File: config.mk
export PLATFORM = sky130hd
export DESIGN_NAME = twb_mem_slave
export DESIGN_NICKNAME = d
export VERILOG_FILES = /design/src/rtl/twb_pkg.sv /design/src/rtl/twb_line_sync.sv /design/src/rtl/twb_addr_ptr.sv /design/src/rtl/twb_oe_launch.sv /design/src/rtl/twb_mem_slave.sv
export SDC_FILE = /design/constraint.sdc
export NUM_CORES = 1
export LEC_CHECK = 0
export ABC_AREA = 0
export BUFFER_PORTS_ARGS = -buffer_cell sky130_fd_sc_hd__buf_2
export CELL_PAD_IN_SITES_DETAIL_PLACEMENT = 0
export CELL_PAD_IN_SITES_GLOBAL_PLACEMENT = 2
export CORE_MARGIN = 3
export CORE_UTILIZATION = 38
export CTS_BUF_LIST = sky130_fd_sc_hd__clkbuf_8 sky130_fd_sc_hd__clkbuf_16
export DETAILED_ROUTE_END_ITERATION = 10
export PLACE_DENSITY = 0.83
export SETUP_SLACK_MARGIN = 0.15
export SYNTH_ARGS = -nofsm -noshare
export SYNTH_HDL_FRONTEND = slang
export SYNTH_HIERARCHICAL = 1
export SYNTH_SLANG_ARGS = --single-unit
File: constraint.sdc
create_clock -name clk -period 3.8 [get_ports clk]
set_input_delay 0.57 -clock clk [delete_from_list [all_inputs] [get_ports clk]]
set_output_delay 0.57 -clock clk [all_outputs]
set_load 0.01 [all_outputs]
File: src/rtl/twb_pkg.sv
package twb_pkg;
  typedef enum logic [2:0] {
    ST_IDLE,
    ST_CTRL,
    ST_ADRH,
    ST_ADRL,
    ST_WDATA,
    ST_RDATA,
    ST_IGNORE
  } twb_state_e;

  localparam logic [3:0] TWB_DEV_CODE = 4'b1010;
endpackage

File: src/rtl/twb_line_sync.sv
module twb_line_sync #(
  parameter int STAGES = 2
) (
  input  logic clk,
  input  logic rst_n,
  input  logic scl_i,
  input  logic sda_i,
  output logic scl_o,
  output logic sda_o,
  output logic scl_rise_o,
  output logic scl_fall_o,
  output logic start_o,
  output logic stop_o
);
  logic [STAGES-1:0] scl_p, sda_p;
  logic scl_q, sda_q;

  for (genvar g = 0; g < STAGES; g++) begin : g_stage
    if (g == 0) begin : g_first
      always_ff @(posedge clk) begin
        if (!rst_n) begin
          scl_p[g] <= 1'b1;
          sda_p[g] <= 1'b1;
        end else begin
          scl_p[g] <= scl_i;
          sda_p[g] <= sda_i;
        end
      end
    end else begin : g_next
      always_ff @(posedge clk) begin
        if (!rst_n) begin
          scl_p[g] <= 1'b1;
          sda_p[g] <= 1'b1;
        end else begin
          scl_p[g] <= scl_p[g-1];
          sda_p[g] <= sda_p[g-1];
        end
      end
    end
  end

  assign scl_o = scl_p[STAGES-1];
  assign sda_o = sda_p[STAGES-1];

  always_ff @(posedge clk) begin
    if (!rst_n) begin
      scl_q <= 1'b1;
      sda_q <= 1'b1;
    end else begin
      scl_q <= scl_o;
      sda_q <= sda_o;
    end
  end

  assign scl_rise_o = scl_o & ~scl_q;
  assign scl_fall_o = ~scl_o & scl_q;
  assign start_o    = scl_o & scl_q & sda_q & ~sda_o;
  assign stop_o     = scl_o & scl_q & ~sda_q & sda_o;
endmodule

File: src/rtl/twb_addr_ptr.sv
module twb_addr_ptr #(
  parameter int AW = 12
) (
  input  logic          clk,
  input  logic          rst_n,
  input  logic          load_i,
  input  logic [AW-1:0] load_val_i,
  input  logic          inc_i,
  output logic [AW-1:0] ptr_o
);
  always_ff @(posedge clk) begin
    if (!rst_n)      ptr_o <= '0;
    else if (load_i) ptr_o <= load_val_i;
    else if (inc_i)  ptr_o <= ptr_o + AW'(1);
  end

  AST_PTR_WRAP: assert property (@(posedge clk) disable iff (!rst_n)
    (inc_i && !load_i && ptr_o == '1) |=> (ptr_o == '0));
endmodule

File: src/rtl/twb_oe_launch.sv
module twb_oe_launch #(
  parameter int DLY = 4
) (
  input  logic clk,
  input  logic rst_n,
  input  logic arm_i,
  input  logic val_i,
  input  logic clr_i,
  output logic oe_o
);
  localparam int CW = $clog2(DLY + 1);
  logic [CW-1:0] cnt;
  logic          pend;

  always_ff @(posedge clk) begin
    if (!rst_n || clr_i) begin
      cnt  <= '0;
      pend <= 1'b0;
      oe_o <= 1'b0;
    end else if (arm_i) begin
      cnt  <= CW'(DLY);
      pend <= val_i;
    end else if (cnt != '0) begin
      cnt <= cnt - CW'(1);
      if (cnt == CW'(1)) oe_o <= pend;
    end
  end

  AST_OE_NOT_AT_EDGE: assert property (@(posedge clk) disable iff (!rst_n)
    (arm_i && !clr_i) |=> $stable(oe_o));
endmodule

File: src/rtl/twb_mem_slave.sv
module twb_mem_slave
  import twb_pkg::*;
#(
  parameter int ADDR_W      = 12,
  parameter int SYNC_STAGES = 2,
  parameter int OUT_DLY     = 4
) (
  input  logic              clk,
  input  logic              rst_n,
  input  logic              scl_i,
  input  logic              sda_i,
  output logic              sda_oe_o,
  input  logic [2:0]        sel_i,
  input  logic              busy_i,
  output logic              mem_rd_en_o,
  output logic [ADDR_W-1:0] mem_addr_o,
  input  logic [7:0]        mem_rd_data_i,
  output logic              wr_valid_o,
  input  logic              wr_ready_i,
  output logic [ADDR_W-1:0] wr_addr_o,
  output logic [7:0]        wr_data_o,
  output logic              wr_commit_o
);
  localparam int HI_W = ADDR_W - 8;

  logic scl_s, sda_s, scl_rise, scl_fall, start_c, stop_c;
  twb_state_e    st;
  logic [3:0]    bitcnt;
  logic [6:0]    shreg;
  logic [7:0]    byte_in, tx;
  logic [HI_W-1:0] adr_hi;
  logic          ack_pend, ctrl_rd, rd_pend, wr_seen;
  logic          active, byte_done, ctrl_ok, wr_take;
  logic          ptr_load, ptr_inc, oe_val;
  logic [ADDR_W-1:0] ptr;

  twb_line_sync #(.STAGES(SYNC_STAGES)) u_sync (
    .clk(clk), .rst_n(rst_n), .scl_i(scl_i), .sda_i(sda_i),
    .scl_o(scl_s), .sda_o(sda_s), .scl_rise_o(scl_rise), .scl_fall_o(scl_fall),
    .start_o(start_c), .stop_o(stop_c)
  );

  twb_addr_ptr #(.AW(ADDR_W)) u_ptr (
    .clk(clk), .rst_n(rst_n), .load_i(ptr_load),
    .load_val_i({adr_hi, byte_in}), .inc_i(ptr_inc), .ptr_o(ptr)
  );

  always_comb begin
    byte_in   = {shreg, sda_s};
    active    = (st != ST_IDLE) && (st != ST_IGNORE);
    byte_done = scl_rise && active && (bitcnt == 4'd7);
    ctrl_ok   = (byte_in[7:4] == TWB_DEV_CODE) && (byte_in[3:1] == sel_i) && !busy_i;
    wr_take   = !busy_i && (!wr_valid_o || wr_ready_i);
    ptr_load  = byte_done && (st == ST_ADRL) && !busy_i;
    ptr_inc   = byte_done && (((st == ST_WDATA) && wr_take) || (st == ST_RDATA));
    oe_val    = ((bitcnt == 4'd8) && ack_pend) ||
                ((st == ST_RDATA) && (bitcnt < 4'd8) && !tx[~bitcnt[2:0]]);
  end

  twb_oe_launch #(.DLY(OUT_DLY)) u_oe (
    .clk(clk), .rst_n(rst_n), .arm_i(scl_fall), .val_i(oe_val),
    .clr_i(start_c | stop_c), .oe_o(sda_oe_o)
  );

  assign mem_addr_o = ptr;

  always_ff @(posedge clk) begin
    if (!rst_n) begin
      st          <= ST_IDLE;
      bitcnt      <= '0;
      shreg       <= '0;
      adr_hi      <= '0;
      tx          <= '0;
      ack_pend    <= 1'b0;
      ctrl_rd     <= 1'b0;
      rd_pend     <= 1'b0;
      wr_seen     <= 1'b0;
      mem_rd_en_o <= 1'b0;
      wr_valid_o  <= 1'b0;
      wr_addr_o   <= '0;
      wr_data_o   <= '0;
      wr_commit_o <= 1'b0;
    end else begin
      mem_rd_en_o <= 1'b0;
      wr_commit_o <= 1'b0;
      rd_pend     <= mem_rd_en_o;
      if (rd_pend) tx <= mem_rd_data_i;
      if (wr_valid_o && wr_ready_i) wr_valid_o <= 1'b0;

      if (start_c || stop_c) begin
        st          <= start_c ? ST_CTRL : ST_IDLE;
        bitcnt      <= '0;
        ack_pend    <= 1'b0;
        wr_commit_o <= wr_seen;
        wr_seen     <= 1'b0;
      end else if (scl_rise && active) begin
        if (bitcnt != 4'd8) begin
          shreg  <= byte_in[6:0];
          bitcnt <= bitcnt + 4'd1;
          if (bitcnt == 4'd7) begin
            unique case (st)
              ST_CTRL: begin
                ack_pend <= ctrl_ok;
                ctrl_rd  <= byte_in[0];
                if (ctrl_ok && byte_in[0]) mem_rd_en_o <= 1'b1;
              end
              ST_ADRH: begin
                ack_pend <= !busy_i;
                adr_hi   <= byte_in[HI_W-1:0];
              end
              ST_ADRL: ack_pend <= !busy_i;
              ST_WDATA: begin
                ack_pend <= wr_take;
                if (wr_take) begin
                  wr_valid_o <= 1'b1;
                  wr_data_o  <= byte_in;
                  wr_addr_o  <= ptr;
                  wr_seen    <= 1'b1;
                end
              end
              default: ack_pend <= 1'b0;
            endcase
          end
        end else begin
          bitcnt   <= '0;
          ack_pend <= 1'b0;
          unique case (st)
            ST_CTRL:  st <= !ack_pend ? ST_IGNORE : (ctrl_rd ? ST_RDATA : ST_ADRH);
            ST_ADRH:  st <= ack_pend ? ST_ADRL : ST_IGNORE;
            ST_ADRL:  st <= ack_pend ? ST_WDATA : ST_IGNORE;
            ST_WDATA: st <= ack_pend ? ST_WDATA : ST_IGNORE;
            ST_RDATA: begin
              if (!sda_s) mem_rd_en_o <= 1'b1;
              else        st <= ST_IGNORE;
            end
            default:  st <= ST_IGNORE;
          endcase
        end
      end
    end
  end

  AST_STOP_TO_IDLE: assert property (@(posedge clk) disable iff (!rst_n)
    stop_c |=> (st == ST_IDLE && !sda_oe_o));
  AST_NO_ACK_WHEN_BUSY: assert property (@(posedge clk) disable iff (!rst_n)
    $rose(ack_pend) |-> !$past(busy_i));
  AST_WR_HOLD: assert property (@(posedge clk) disable iff (!rst_n)
    (wr_valid_o && !wr_ready_i) |=> (wr_valid_o && $stable(wr_data_o) && $stable(wr_addr_o)));
  AST_RD_PULSE: assert property (@(posedge clk) disable iff (!rst_n)
    mem_rd_en_o |=> !mem_rd_en_o);
  AST_SDA_STABLE_SCL_HIGH: assert property (@(posedge clk) disable iff (!rst_n)
    (scl_s && $past(scl_s)) |-> $stable(sda_oe_o));
endmodule

== After elaboration in Yosys (flattened, before gate mapping) ==
Cells that the tools add are included.

* Flip-flop bits (word level): 76
* Input port bits: 17
* Output and inout port bits: 36
* Word-level logic and storage cells: 138

* Add/subtract/negate cells: 3
* Magnitude comparators: 2
* Equal/unequal tests: 15
* Muxes and demuxes: 33
* Bitwise gates (word level): 17
* Reduce and logical (&&, ||, !) cells: 43

{| class="wikitable"
|+ Operators by type and width
! kind !! count
|-
| $mux W3 || 9
|-
| $mux W12 || 2
|-
| $mux W1 || 17
|-
| $logic_and A1 B1 Y1 || 15
|-
| $reduce_and A5 Y1 || 3
|-
| $add A12 B1 Y12 const B || 1
|-
| $pmux W3 S4 || 1
|-
| $reduce_and A3 Y1 || 3
|-
| $eq A4 B4 Y1 const B || 2
|-
| $not A1 Y1 || 8
|-
| $reduce_or A2 Y1 || 4
|-
| $and A1 B1 Y1 || 7
|-
| $eq A3 B1 Y1 const B || 2
|-
| $eq A3 B2 Y1 const B || 2
|-
| $eq A3 B3 Y1 const B || 2
|-
| $reduce_and A6 Y1 || 1
|-
| $reduce_bool A2 Y1 || 3
|-
| $reduce_bool A3 Y1 || 2
|-
| $logic_or A1 B1 Y1 || 5
|-
| $add A4 B1 Y4 const B || 1
|-
| $eq A4 B3 Y1 const B || 1
|-
| $logic_not A1 Y1 || 4
|-
| $lt A3 B4 Y1 const B || 1
|-
| $lt A4 B4 Y1 const B || 1
|-
| other kinds (15) || 16
|}

== Depth between registers and ports, before layout ==
Gate-level depths: netlist (run 1).

* Depth in word-level cells: 9
* Gate-level depth with buffers: 9
* Mapped depth without buffers: 8

== Modules after synthesis ==
Netlist (run 1), hierarchy kept.

{| class="wikitable"
|+ By module, submodules not included
! module !! instances !! cells each !! area each (µm²) !! sequential area each (µm²)
|-
| twb_mem_slave || 1 || 250 || 2,409.8 || 1,061.0
|-
| twb_addr_ptr || 1 || 79 || 674.4 || 240.2
|-
| twb_oe_launch || 1 || 27 || 274.0 || 100.1
|-
| twb_line_sync || 1 || 16 || 190.2 || 120.1
|}

== Least setup slack after synthesis (run 1) ==
OpenSTA, ideal clock, no wires.

* Path type: register to register
* Start: register bitcnt[0]
* End: register u_ptr.ptr_o[5]
* Library setup time: 0.070 ns
* Arrival time: 1.815 ns
* Required time: 3.730 ns
* Slack: 1.915 ns
* Stages on the path, launching flop included: 10
* Path buffers: 1
* Clock period less this slack: 1.885 ns
* Path through: dfxtp_1 -> ha_1 -> and3b_1 -> o211ai_4 -> a21oi_1 -> buf_2 -> and3_1 -> nand4_1 -> xor2_1 -> a21oi_1

* Elaborated cells between the ends (all ways): 7
* Classes of those cells: eq/ne: 1; mux: 1; reduce/logical: 5

{| class="wikitable"
|+ RTL lines
! item !! line !! source
|-
| from (decl) || twb_mem_slave.sv:28 || <nowiki>logic [3:0] bitcnt;</nowiki>
|-
| from (signal assigned) || twb_mem_slave.sv:99 || <nowiki>bitcnt <= bitcnt + 4'd1;</nowiki>
|-
| $eq A4 B3 Y1 || twb_mem_slave.sv:51 || <nowiki>byte_done = scl_rise && active && (bitcnt == 4'd7);</nowiki>
|-
| $logic_and A1 B1 Y1 || twb_mem_slave.sv:51 ||
|-
| $logic_and A1 B1 Y1 || twb_mem_slave.sv:55 || <nowiki>ptr_inc = byte_done && (((st == ST_WDATA) && wr_take) || (st == ST_RDATA));</nowiki>
|-
| named net ptr_inc || twb_mem_slave.sv:34 || <nowiki>logic ptr_load, ptr_inc, oe_val;</nowiki>
|-
| $reduce_bool A2 Y1 (no source line) || -- ||
|-
| to (signal assigned) || twb_addr_ptr.sv:13 || <nowiki>else if (load_i) ptr_o <= load_val_i;</nowiki>
|-
| to (signal assigned) || twb_addr_ptr.sv:14 || <nowiki>else if (inc_i) ptr_o <= ptr_o + AW'(1);</nowiki>
|-
| to (decl) || twb_addr_ptr.sv:9 || <nowiki>output logic [AW-1:0] ptr_o</nowiki>
|}

The timed path passes the listed nets, and every way through them passes these cells.
A chain may end at the register's enable or synchronous reset.

== Final worst setup path (run 1) ==
* Start: register u_sync.scl_p[1] (netlist: u_sync/scl_o)
* End: register u_ptr.ptr_o[8]

* Elaborated cells between the ends (all ways): 8
* Classes of those cells: mux: 1; bitwise: 1; reduce/logical: 6

{| class="wikitable"
|+ RTL lines
! item !! line !! source
|-
| from (decl) || twb_line_sync.sv:15 || <nowiki>logic [STAGES-1:0] scl_p, sda_p;</nowiki>
|-
| from (signal, indexed assignment) || twb_line_sync.sv:35 || <nowiki>scl_p[g] <= scl_p[g-1];</nowiki>
|-
| $and A1 B1 Y1 || twb_line_sync.sv:55 || <nowiki>assign scl_rise_o = scl_o & ~scl_q;</nowiki>
|-
| named net scl_rise || twb_mem_slave.sv:26 || <nowiki>logic scl_s, sda_s, scl_rise, scl_fall, start_c, stop_c;</nowiki>
|-
| $logic_and A1 B1 Y1 (2 in a row) || twb_mem_slave.sv:51 ||
|-
| $logic_and A1 B1 Y1 || twb_mem_slave.sv:55 ||
|-
| named net ptr_inc || twb_mem_slave.sv:34 ||
|-
| $reduce_bool A2 Y1 (no source line) || -- ||
|}

The timed path passes the listed nets, and every way through them passes these cells.

==> results of run 1 <==
-- sequential cells by signal (all words and copies together) (netlist names) --
| signal | flops |
|---|---|
| u_ptr/ptr_o | 12 |
| wr_addr_o | 12 |
| tx | 8 |
| wr_data_o | 8 |
| shreg | 7 |
| adr_hi | 4 |
| bitcnt | 4 |
| st | 3 |
| u_oe/cnt | 3 |
| ack_pend | 1 |
| ctrl_rd | 1 |
| mem_rd_en_o | 1 |
| rd_pend | 1 |
| u_oe/oe_o | 1 |
| u_oe/pend | 1 |
| u_sync/scl_o | 1 |
| u_sync/scl_p | 1 |
| u_sync/scl_q | 1 |
| u_sync/sda_o | 1 |
| u_sync/sda_p | 1 |
| u_sync/sda_q | 1 |
| wr_commit_o | 1 |
| wr_seen | 1 |
| wr_valid_o | 1 |
-- where the power goes --
group          total (mW)  internal [mW]  switching, mW
Clock               0.625          0.320          0.305
Combinational       0.115         0.0511         0.0641
Sequential          0.820          0.809         0.0111
Total                1.56           1.18          0.380
-- worst max-delay path: stages, from the launching register on --
cell and delay [ns]:
sky130_fd_sc_hd__dfxtp_1 0.38, sky130_fd_sc_hd__nor2b_1 0.49, sky130_fd_sc_hd__o211ai_4 0.23, sky130_fd_sc_hd__a21oi_1 0.73, sky130_fd_sc_hd__nand2_1 0.24, sky130_fd_sc_hd__nor3_2 0.19
sky130_fd_sc_hd__xnor2_1 0.14, sky130_fd_sc_hd__a21oi_1 0.08
-- Yosys cell counts, types with 2 or more instances --
master,count,area (sq um)
sky130_fd_sc_hd__a211oi_1,2,15.0
sky130_fd_sc_hd__a21oi_1,13,65.1
sky130_fd_sc_hd__and2_1,2,12.5
sky130_fd_sc_hd__and3_1,3,18.8
sky130_fd_sc_hd__and3b_1,2,17.5
sky130_fd_sc_hd__and4b_1,2,20.0
sky130_fd_sc_hd__buf_2,6,30.0
sky130_fd_sc_hd__clkbuf_1,9,33.8
sky130_fd_sc_hd__dfxtp_1,76,1520
sky130_fd_sc_hd__ha_1,7,87.6
sky130_fd_sc_hd__inv_1,15,56.3
sky130_fd_sc_hd__mux2i_1,47,470
sky130_fd_sc_hd__mux4_2,2,45.0
sky130_fd_sc_hd__nand2_1,59,221
sky130_fd_sc_hd__nand2b_1,8,50.1
sky130_fd_sc_hd__nand3_1,5,25.0
sky130_fd_sc_hd__nand3b_1,4,30.0
sky130_fd_sc_hd__nand4_1,3,18.8
sky130_fd_sc_hd__nor2_1,14,52.6
sky130_fd_sc_hd__nor2b_1,20,125
sky130_fd_sc_hd__nor3_1,5,25.0
sky130_fd_sc_hd__nor3_2,6,60.1
sky130_fd_sc_hd__nor3b_1,3,22.5
sky130_fd_sc_hd__nor4_1,2,12.5
sky130_fd_sc_hd__o211ai_1,4,30.0
sky130_fd_sc_hd__o21a_1,4,30.0
sky130_fd_sc_hd__o21ai_0,8,40.0
sky130_fd_sc_hd__o22ai_1,3,18.8
sky130_fd_sc_hd__xnor2_1,11,96.3
sky130_fd_sc_hd__xor2_1,7,61.3
-- cell type report --
| type | instances | area [sq um] |
|---|---|---|
| tap | 108 | 135 |
| fill | 897 | 4790 |
| clock inverter | 6 | 63.8 |
| inverter | 15 | 56.3 |
| timing repair buffer | 56 | 290 |
| multi-input combinational | 264 | 1890 |
| clock buffer | 10 | 138 |
| sequential | 76 | 1520 |
-- cells by family (layout without fill, tap and decap cells) --
family	after synthesis	after routing	share of synthesized area [%]
XOR/XNOR	19	19	5.22
AND/OR/NAND/NOR	145	145	22.1
AO/OA/AOI/OAI	43	43	8.57
flip-flops	76	76	42.9
adder cells (fa/ha/maj)	7	7	2.47
multiplexers	50	50	14.8
buffers and inverters	32	87	3.91
-- per-stage QoR --
step / hold slack [ns] / setup WS, ns / instances / area, sq um / power, mW
2_1_floorplan: 0.386 / 1.92 / 372 / 3550 / 0.924
3_5_place_dp: 0.405 / 1.23 / 519 / 3900 / 0.955
4_1_cts: 0.384 / 1.19 / 535 / 4100 / 1.58
5_1_grt: 0.406 / 0.934 / 535 / 4100 / 1.63
3_3_place_gp: 0.418 / 1.25 / 519 / 3900 / 0.955
6_report: 0.403 / 1.21 / 535 / 4100 / 1.56
-- worst max-delay path by stage --
stage | slack (ns) | from | cells past startpoint | endpoint
5_1_grt | 0.93 | u_sync/scl_o$_SDFF_PN1_ | 7 | u_ptr/ptr_o[8]$_SDFFE_PN0P_
4_1_cts | 1.19 | u_sync/scl_o$_SDFF_PN1_ | 7 | u_ptr/ptr_o[8]$_SDFFE_PN0P_
3_3_place_gp | 1.25 | wr_ready_i | 8 | u_ptr/ptr_o[8]$_SDFFE_PN0P_
2_1_floorplan | 1.92 | bitcnt[0]$_SDFFE_PP0N_ | 9 | u_ptr/ptr_o[5]$_SDFFE_PN0P_
3_5_place_dp | 1.23 | u_sync/scl_o$_SDFF_PN1_ | 7 | u_ptr/ptr_o[8]$_SDFFE_PN0P_
6_report | 1.21 | u_sync/scl_o$_SDFF_PN1_ | 7 | u_ptr/ptr_o[8]$_SDFFE_PN0P_
-- layer usage --
metal / track usage, % / up-vias
met4: 6.66 / 0
li1: - / 1384
met1: 23.4 / 1227
met2: 22.2 / 65
met3: 3.32 / 13
met5: 0 / -
==> results_dict.tcl, run 1 <==
set metrics [dict create \
    most-common-layout-cells "76 x sky130_fd_sc_hd__dfxtp_1, 59 x sky130_fd_sc_hd__nand2_1, 52 x sky130_fd_sc_hd__buf_2, 47 x sky130_fd_sc_hd__mux2i_1, 20 x sky130_fd_sc_hd__nor2b_1" \
    route.detailed.vias_per_inst 5.03 \
    cp.arrival_ns 2.81 \
    detailroute.wirelength.met2_microns 3210 \
    mappedNetlistArea_sq_um 3550 \
    hold_path_end "u_sync/scl_p[0]$_SDFF_PN1_" \
    tritoncts_num_sinks 76 \
    floorplan.die_area_sq_um 10500 \
    dr.first_iter.drc_count 129 \
    fmax_ghz 0.386 \
    detail_route.drc_violations 0 \
    power_density_over_the_cells_nw_per_um2 380 \
    place_congestion 0.848 \
    dominantRegCellSynth "sky130_fd_sc_hd__dfxtp_1" \
    syn-instance-count 372 \
    first_global_vias 2572 \
    cts_repair_resizes 0 \
    grt_util_all_layers_pct 15.9 \
    setup_crit_start_kind "flop" \
    postLayoutCoreUtil_pct 46.1 \
    placementRows 34 \
    worst_case_clock_skew_ns 0.00956 \
    grt_max_degree 32 \
    synth_register_bits 76 \
    yosys_warnings 6 \
    run_status "finished, final reports clean" \
    antenna_found_initial 0 \
    worst_r2r_startpoint "u_sync/scl_o$_SDFF_PN1_" \
    required_time_worst_endpoint_ns 4.02 \
    holdCritPathClass "input pin to flop" \
    setup.reg_to_reg.worst_slack_ns 1.21 \
    setup-tns-final_ns 0 \
    postRouteWirelength_microns 7830 \
    timing.final.crit_period_ns 2.59 \
    worst-slew-pin-transition_ns 0.868 \
    synth-edff-count 0 \
    wl_met3_microns 409 \
    top_sig_layer "met4" \
    critPathMaxFanout 10 \
    slew_viol_final 0 \
    clk_pin_slew_ns 0.08 \
    diodes 0 \
    timing.reg2reg.worst_path_depth 7 \
    detail-route-antenna-nets 0 \
    remaining_max_slew_budget_at_the_tightest_pin_pct 42.1 \
    report.final.hold_viol_count 0 \
    detailedRoute.firstPassIterationCount 4 \
    cts_hold_buf 0 \
    m1WireLength_microns 4070 \
    timing.hold.worst_path_depth 2 \
    hold_startpoint "scl_i" \
    detailroute.via_count 2689 \
    drv_cap 0 \
    ios 53 \
    cts_root_buf "sky130_fd_sc_hd__clkbuf_8" \
    layout_commonest_cell "sky130_fd_sc_hd__dfxtp_1" \
    grt_setup_unrepaired "no" \
    global_route_wire_length_before_repair_microns 13000 \
    die_y_microns 103 \
    tritoncts "yes" \
    area_growth_pct 15.5 \
    clk-insertion-delay-late_ns 0.35 \
    avgRoutedWirePerCell_microns 14.6 \
    cts_made_buffers 9 \
    die_w_microns 103 \
    crit_path_end_kind "flop" \
    max-vdd-ir-drop_v 0.000196 \
    layout-drive-gt1-share_pct 20.4 \
    syn-num-nets 396 \
    cts.path.max_buffers 2 \
    fraction_of_the_yosys_area_taken_by_sequential_cells_pct 42.9 \
    post-dp-hpwl_microns 5600 \
    cts_htree_levels 3 \
    initial_utilization_pct 39.9 \
    ratio_of_final_minimum_period_to_clock_period_pct 68.2 \
    critPathKind "flop to flop" \
    numPortBuffers 52 \
    yosys.cell_types.count 50 \
    power_leakage_nw 1.59 \
    globalRouteOverflowTotal 0 \
    timing.final.setup_violations 0 \
    core_region_area_sq_um 8890 \
    async_reset_ff_share_pct 0 \
    regToRegEndpoint "u_ptr/ptr_o[8]$_SDFFE_PN0P_" \
    postCtsSetupRepairBufs 0 \
    syn_avg_cell_area_sq_um 9.54 \
    finish.net_count 446 \
]
Power figures use the tool's default switching activity.
==> inputs of run 2 (changes only) <==
--- a/config.mk
+++ b/config.mk
@@ -10,10 +10,10 @@
 export CELL_PAD_IN_SITES_DETAIL_PLACEMENT = 0
 export CELL_PAD_IN_SITES_GLOBAL_PLACEMENT = 2
 export CORE_MARGIN = 3
-export CORE_UTILIZATION = 38
+export CORE_UTILIZATION = 32
 export CTS_BUF_LIST = sky130_fd_sc_hd__clkbuf_8 sky130_fd_sc_hd__clkbuf_16
 export DETAILED_ROUTE_END_ITERATION = 10
-export PLACE_DENSITY = 0.83
+export PLACE_DENSITY = 0.75
 export SETUP_SLACK_MARGIN = 0.15
 export SYNTH_ARGS = -nofsm -noshare
 export SYNTH_HDL_FRONTEND = slang
==> constraint.sdc (replaced) <==
create_clock -name clk -period 2.2 [get_ports clk]
set_input_delay 0.33 -clock clk [delete_from_list [all_inputs] [get_ports clk]]
set_output_delay 0.33 -clock clk [all_outputs]
set_load 0.01 [all_outputs]
==> results_dict.tcl, run 2 (synthesis gave the netlist of run 1 again) <==
set metrics [dict create \
    run_status "finished, final reports clean" \
    tritoncts_num_sinks 76 \
    cts.path.max_buffers 2 \
    grt_most_used_layer "met2" \
    postRouteWirelength_microns 8250 \
    power_density_over_the_cells_nw_per_um2 631 \
    cell_internal_pwr_mw 2.02 \
    initial_utilization_pct 33.6 \
    floorplan.die_area_sq_um 12400 \
    avgRoutedWirePerCell_microns 14.3 \
    globalRouteOverflowTotal 0 \
    grt.met3_usage_pct 3.28 \
    worst_hold_slack_ns 0.162 \
    clock_power_share_pct 40.1 \
    layout-drive-gt1-share_pct 24.7 \
    setup-tns-final_ns 0 \
    required_time_worst_endpoint_ns 2.48 \
    report.final.hold_viol_count 0 \
    ios 53 \
    dr.first_iter.drc_count 113 \
    core_region_area_sq_um 10600 \
    post-dp-hpwl_microns 5950 \
    drv_cap 0 \
    placementRows 37 \
    grt_util_met2_pct 20.4 \
    detail-route-antenna-nets 0 \
    slew_viol_final 0 \
    grt_setup_unrepaired "no" \
    p_seq_share_pct 52.1 \
    detailedRoute.firstPassIterationCount 4 \
    holdCritPathClass "input pin to flop" \
    layout_commonest_cell "sky130_fd_sc_hd__dfxtp_1" \
    cts_root_buf "sky130_fd_sc_hd__clkbuf_8" \
    totalPowerFinal_mw 2.71 \
    first_global_vias 2679 \
    switch_pwr_uw 690 \
    crit_path_setup_slack_layout_ns 0.326 \
    die_w_microns 111 \
    post_layout_instance_count_excluding_filler_cells 578 \
    max-vdd-ir-drop_v 0.000290 \
    finish.net_count 461 \
    comb_power_share_pct 7.8 \
    placed_standard_cell_area_sq_um 4030 \
    ratio_of_final_minimum_period_to_clock_period_pct 85.2 \
    place_congestion 0.848 \
    route.detailed.vias_per_inst 4.81 \
    remaining_max_slew_budget_at_the_tightest_pin_pct 61.9 \
    area_growth_pct 21.1 \
    grt_max_degree 69 \
    most-common-layout-cells "73 x sky130_fd_sc_hd__dfxtp_1, 59 x sky130_fd_sc_hd__nand2_1, 52 x sky130_fd_sc_hd__buf_2, 47 x sky130_fd_sc_hd__mux2i_1, 20 x sky130_fd_sc_hd__nor2b_1" \
    clk-insertion-delay-late_ns 0.35 \
    detail_route.drc_violations 0 \
    timing.final.crit_period_ns 1.87 \
    clk_pin_slew_ns 0.08 \
    postLayoutCoreUtil_pct 40.7 \
    cp_slowest_cell "sky130_fd_sc_hd__dfxtp_1" \
    timing.final.setup_violations 0 \
    fillCellCount 1114 \
    timing.critical_path.slowest_cell_delay_ns 0.44 \
    gr-usage-met1_pct 19.5 \
    numPortBuffers 52 \
    global_route_wire_length_before_repair_microns 13800 \
    detailroute.via_count 2783 \
    critPathMaxFanout 10 \
    dp.cells 557 \
    preCtsSetupSlack_ns 0.141 \
    worstPathCellList "buf_4 -> nand3b_1 -> a21oi_2 -> buf_6 -> and3_1 -> nand4_1 -> xor2_1 -> a21oi_1" \
    finalInstanceArea_sq_um 4300 \
    antenna_found_initial 0 \
    grt_util_all_layers_pct 13.7 \
    largest_registers "u_ptr/ptr_o x12, wr_addr_o x12" \
    critPathKind "flop to flop" \
    tritoncts "yes" \
    setup_crit_start_kind "flop" \
    cp.arrival_ns 2.16 \
    worst_case_clock_skew_ns 0.00854 \
    fmax_ghz 0.534 \
    power_leakage_nw 1.67 \
    diodes 0 \
    die_y_microns 111 \
    cts_made_buffers 9 \
    cts_htree_levels 3 \
    worst-slew-pin-transition_ns 0.572 \
    crit_path_end_kind "flop" \
    p_sw_share_pct 25.4 \
]
## run 2: cell count changes in the layout (fill, tap and decap cells not counted), moves of 2 or more
| cell | before | now |
|---|---|---|
| sky130_fd_sc_hd__buf_12 | 0 | 2 |
| sky130_fd_sc_hd__buf_4 | 4 | 16 |
| sky130_fd_sc_hd__dfxtp_1 | 76 | 73 |
| sky130_fd_sc_hd__dfxtp_2 | 0 | 2 |
| sky130_fd_sc_hd__inv_6 | 0 | 2 |
## run 2: layout make-up
| type | instances | area (sq um) | area share (%) |
|---|---|---|---|
| repair buffers | 71 | 432 | 10.0 |
| clock buffers | 9 | 124 | 2.88 |
| well taps | 136 | 170 | 3.96 |
| flip-flops and latches | 76 | 1530 | 35.6 |
| clock inverters | 7 | 75.1 | 1.75 |
| multi-input cells | 264 | 1910 | 44.5 |
| inverters | 15 | 56.3 | 1.31 |
## run 2: worst paths after layout
path                                    from                           to  slack, ns  cells after the start
setup / recovery          st[2]$_SDFFE_PN0P_  u_ptr/ptr_o[5]$_SDFFE_PN0P_       0.33                      8
hold / removal                         scl_i   u_sync/scl_p[0]$_SDFF_PN1_       0.16                      2
setup reg to reg          st[2]$_SDFFE_PN0P_  u_ptr/ptr_o[5]$_SDFFE_PN0P_       0.33                      8
hold reg to reg   u_sync/scl_p[0]$_SDFF_PN1_      u_sync/scl_o$_SDFF_PN1_       0.42                      1
## run 2: worst max-delay path, delay by kind of cell (launching register included)
family | cells | cell delay, ns
AOI/OAI and AO/OA | 2 | 0.35
DFF | 1 | 0.44
buffers and inverters | 2 | 0.35
xor gates and xnor gates | 1 | 0.17
and+or+nand+nor | 3 | 0.49
## run 2: layer usage
metal / up-vias / part of all wire (%)
met5: - / 0
met4: 0 / 1.2
met3: 11 / 4.6
met2: 62 / 43
met1: 1299 / 52
li1: 1411 / -
## run 2: repair_timing
action / CTS / global route
setup endpoints to repair: 2 / 14
buffers inserted: 0 / 5
hold buffers: 0 / 0
resized for setup: 1 / 8
## run 2: power groups by stage
stage	clock network [mW]	logic (mW)	registers (mW)
after CTS	1.13	0.216	1.41
after detailed placement	0	0.215	1.45
after global placement	0	0.212	1.45
final	1.09	0.212	1.41
after floorplan	0	0.155	1.44
after global routing	1.19	0.243	1.42
==> inputs of run 3 (changes only) <==
--- a/config.mk
+++ b/config.mk
@@ -9,6 +9,7 @@
 export BUFFER_PORTS_ARGS = -buffer_cell sky130_fd_sc_hd__buf_2
 export CELL_PAD_IN_SITES_DETAIL_PLACEMENT = 0
 export CELL_PAD_IN_SITES_GLOBAL_PLACEMENT = 2
+export CORE_ASPECT_RATIO = 0.6
 export CORE_MARGIN = 3
 export CORE_UTILIZATION = 32
 export CTS_BUF_LIST = sky130_fd_sc_hd__clkbuf_8 sky130_fd_sc_hd__clkbuf_16
==> results_dict.tcl, run 3 (synthesis gave the netlist of run 1 again) <==
set metrics [dict create \
    run_status "finished, final reports clean" \
    cts_made_buffers 9 \
    grt_max_degree 55 \
    clk_pin_slew_ns 0.06 \
    report.final.hold_viol_count 0 \
    required_time_worst_endpoint_ns 2.41 \
    initial_utilization_pct 33.2 \
    globalRouteOverflowTotal 0 \
    clk-insertion-delay-late_ns 0.33 \
    die_y_microns 87.6 \
    detailroute.wirelength.met2_microns 3060 \
    cp.arrival_ns 2.12 \
    route.detailed.vias_per_inst 4.81 \
    core_region_area_sq_um 10700 \
    crit_path_end_kind "flop" \
    max-vdd-ir-drop_v 0.000331 \
    slew_viol_final 0 \
    ratio_of_final_minimum_period_to_clock_period_pct 86.6 \
    remaining_max_slew_budget_at_the_tightest_pin_pct 61.0 \
    floorplan.die_area_sq_um 12400 \
    largest_registers "u_ptr/ptr_o x12, wr_addr_o x12" \
    postCtsSetupRepairBufs 0 \
    post_layout_instance_count_excluding_filler_cells 576 \
    tritoncts_num_sinks 76 \
    finish.net_count 457 \
    setup_crit_start_kind "flop" \
    worst-slew-pin-transition_ns 0.585 \
    postRouteWirelength_microns 8680 \
    grt_setup_unrepaired "no" \
    fillCellCount 1061 \
    die_w_microns 142 \
    drv_cap 0 \
    tritoncts "yes" \
    detail_route.drc_violations 0 \
    layout-drive-gt1-share_pct 23.8 \
    diodes 0 \
    m1WireLength_microns 5070 \
    critPathMaxFanout 8 \
    dr.first_iter.drc_count 145 \
    cts.path.max_buffers 2 \
    first_global_vias 2569 \
    avgRoutedWirePerCell_microns 15.1 \
    holdCritPathClass "input pin to flop" \
    timing.final.setup_violations 0 \
    most-common-layout-cells "73 x sky130_fd_sc_hd__dfxtp_1, 59 x sky130_fd_sc_hd__nand2_1, 52 x sky130_fd_sc_hd__buf_2, 47 x sky130_fd_sc_hd__mux2i_1, 20 x sky130_fd_sc_hd__nor2b_1" \
    timing.final.crit_period_ns 1.91 \
    layout_commonest_cell "sky130_fd_sc_hd__dfxtp_1" \
    detailedRoute.firstPassIterationCount 4 \
    worst_case_clock_skew_ns 0.00916 \
    power_density_over_the_cells_nw_per_um2 739 \
    cts_root_buf "sky130_fd_sc_hd__clkbuf_16" \
    area_growth_pct 23.6 \
    global_route_wire_length_before_repair_microns 14200 \
    fmax_ghz 0.525 \
    placementRows 29 \
    place_congestion 0.875 \
    ios 53 \
    power_leakage_nw 1.72 \
    antenna_found_initial 0 \
    preCtsSetupSlack_ns 0.149 \
    detail-route-antenna-nets 0 \
    wl_met3_microns 445 \
    crit_path_setup_slack_layout_ns 0.294 \
    dp.cells 561 \
    detailroute.via_count 2772 \
    numPortBuffers 52 \
    top_sig_layer "met4" \
    grt_util_all_layers_pct 14.9 \
    post-dp-hpwl_microns 6480 \
    critPathKind "flop to flop" \
    cts_htree_levels 3 \
    setup-tns-final_ns 0 \
]
run 3: final timing paths:
check | from | endpoint | slack, ns | cells after the start
max | st[0]$_SDFFE_PN0P_ | u_ptr/ptr_o[7]$_SDFFE_PN0P_ | 0.29 | 9
min | sda_i | u_sync/sda_p[0]$_SDFF_PN1_ | 0.18 | 2
min reg2reg | u_sync/sda_p[0]$_SDFF_PN1_ | u_sync/sda_o$_SDFF_PN1_ | 0.41 | 1
max reg2reg | st[0]$_SDFFE_PN0P_ | u_ptr/ptr_o[7]$_SDFFE_PN0P_ | 0.29 | 9
run 3: worst max-delay path: stages, from the launching register on:
cell and delay [ns]:
sky130_fd_sc_hd__dfxtp_1 0.41, sky130_fd_sc_hd__buf_4 0.20, sky130_fd_sc_hd__nor2_1 0.15, sky130_fd_sc_hd__nand4bb_1 0.17
sky130_fd_sc_hd__a21oi_2 0.23, sky130_fd_sc_hd__buf_4 0.20, sky130_fd_sc_hd__nand2_1 0.07, sky130_fd_sc_hd__nor3_2 0.14
sky130_fd_sc_hd__xnor2_1 0.14, sky130_fd_sc_hd__a21oi_1 0.08
run 3: what timing repair did:
item | CTS | global route
hold buffers | 0 | 0
pin swaps | 0 | 0
endpoints found under the setup margin | 2 | 13
gates cloned | 0 | 0
gates resized for setup | 2 | 5
run 3: through the flow:
| stage | area, sq um | power (mW) | hold WS [ns] | util (%) |
|---|---|---|---|---|
| after detailed placement | 4040 | 1.66 | 0.395 | 37.8 |
| final | 4380 | 3.24 | 0.177 | 41.0 |
| after CTS | 4370 | 3.29 | 0.163 | 40.8 |
| after global routing | 4380 | 3.38 | 0.183 | 41.0 |
| after floorplan | 3550 | 1.60 | 0.386 | - |
| after global placement | 4040 | 1.66 | 0.395 | 37.8 |
run 3: layout make-up:
class	count	area, sq um	area share [%]
Clock buffer	11	253	5.76
Clock inverter	4	72.6	1.66
Inverter	15	56.3	1.28
Multi-Input combinational cell	264	1910	43.5
Sequential cell	76	1530	34.8
Tap cell	139	174	3.97
Timing Repair Buffer	67	398	9.08
run 3: routing by layer:
metal  vias up  global-route usage [%]
met3         6                    4.64
met2        62                    17.7
met4         0                    4.70
met1      1301                    24.2
met5         -                       0
li1       1403                       -
run 3: power breakdown:
| group | internal [mW] | total [mW] | switching [mW] |
|---|---|---|---|
| logic | 0.0963 | 0.215 | 0.119 |
| registers | 1.40 | 1.42 | 0.0173 |
| clock network | 1.05 | 1.61 | 0.561 |
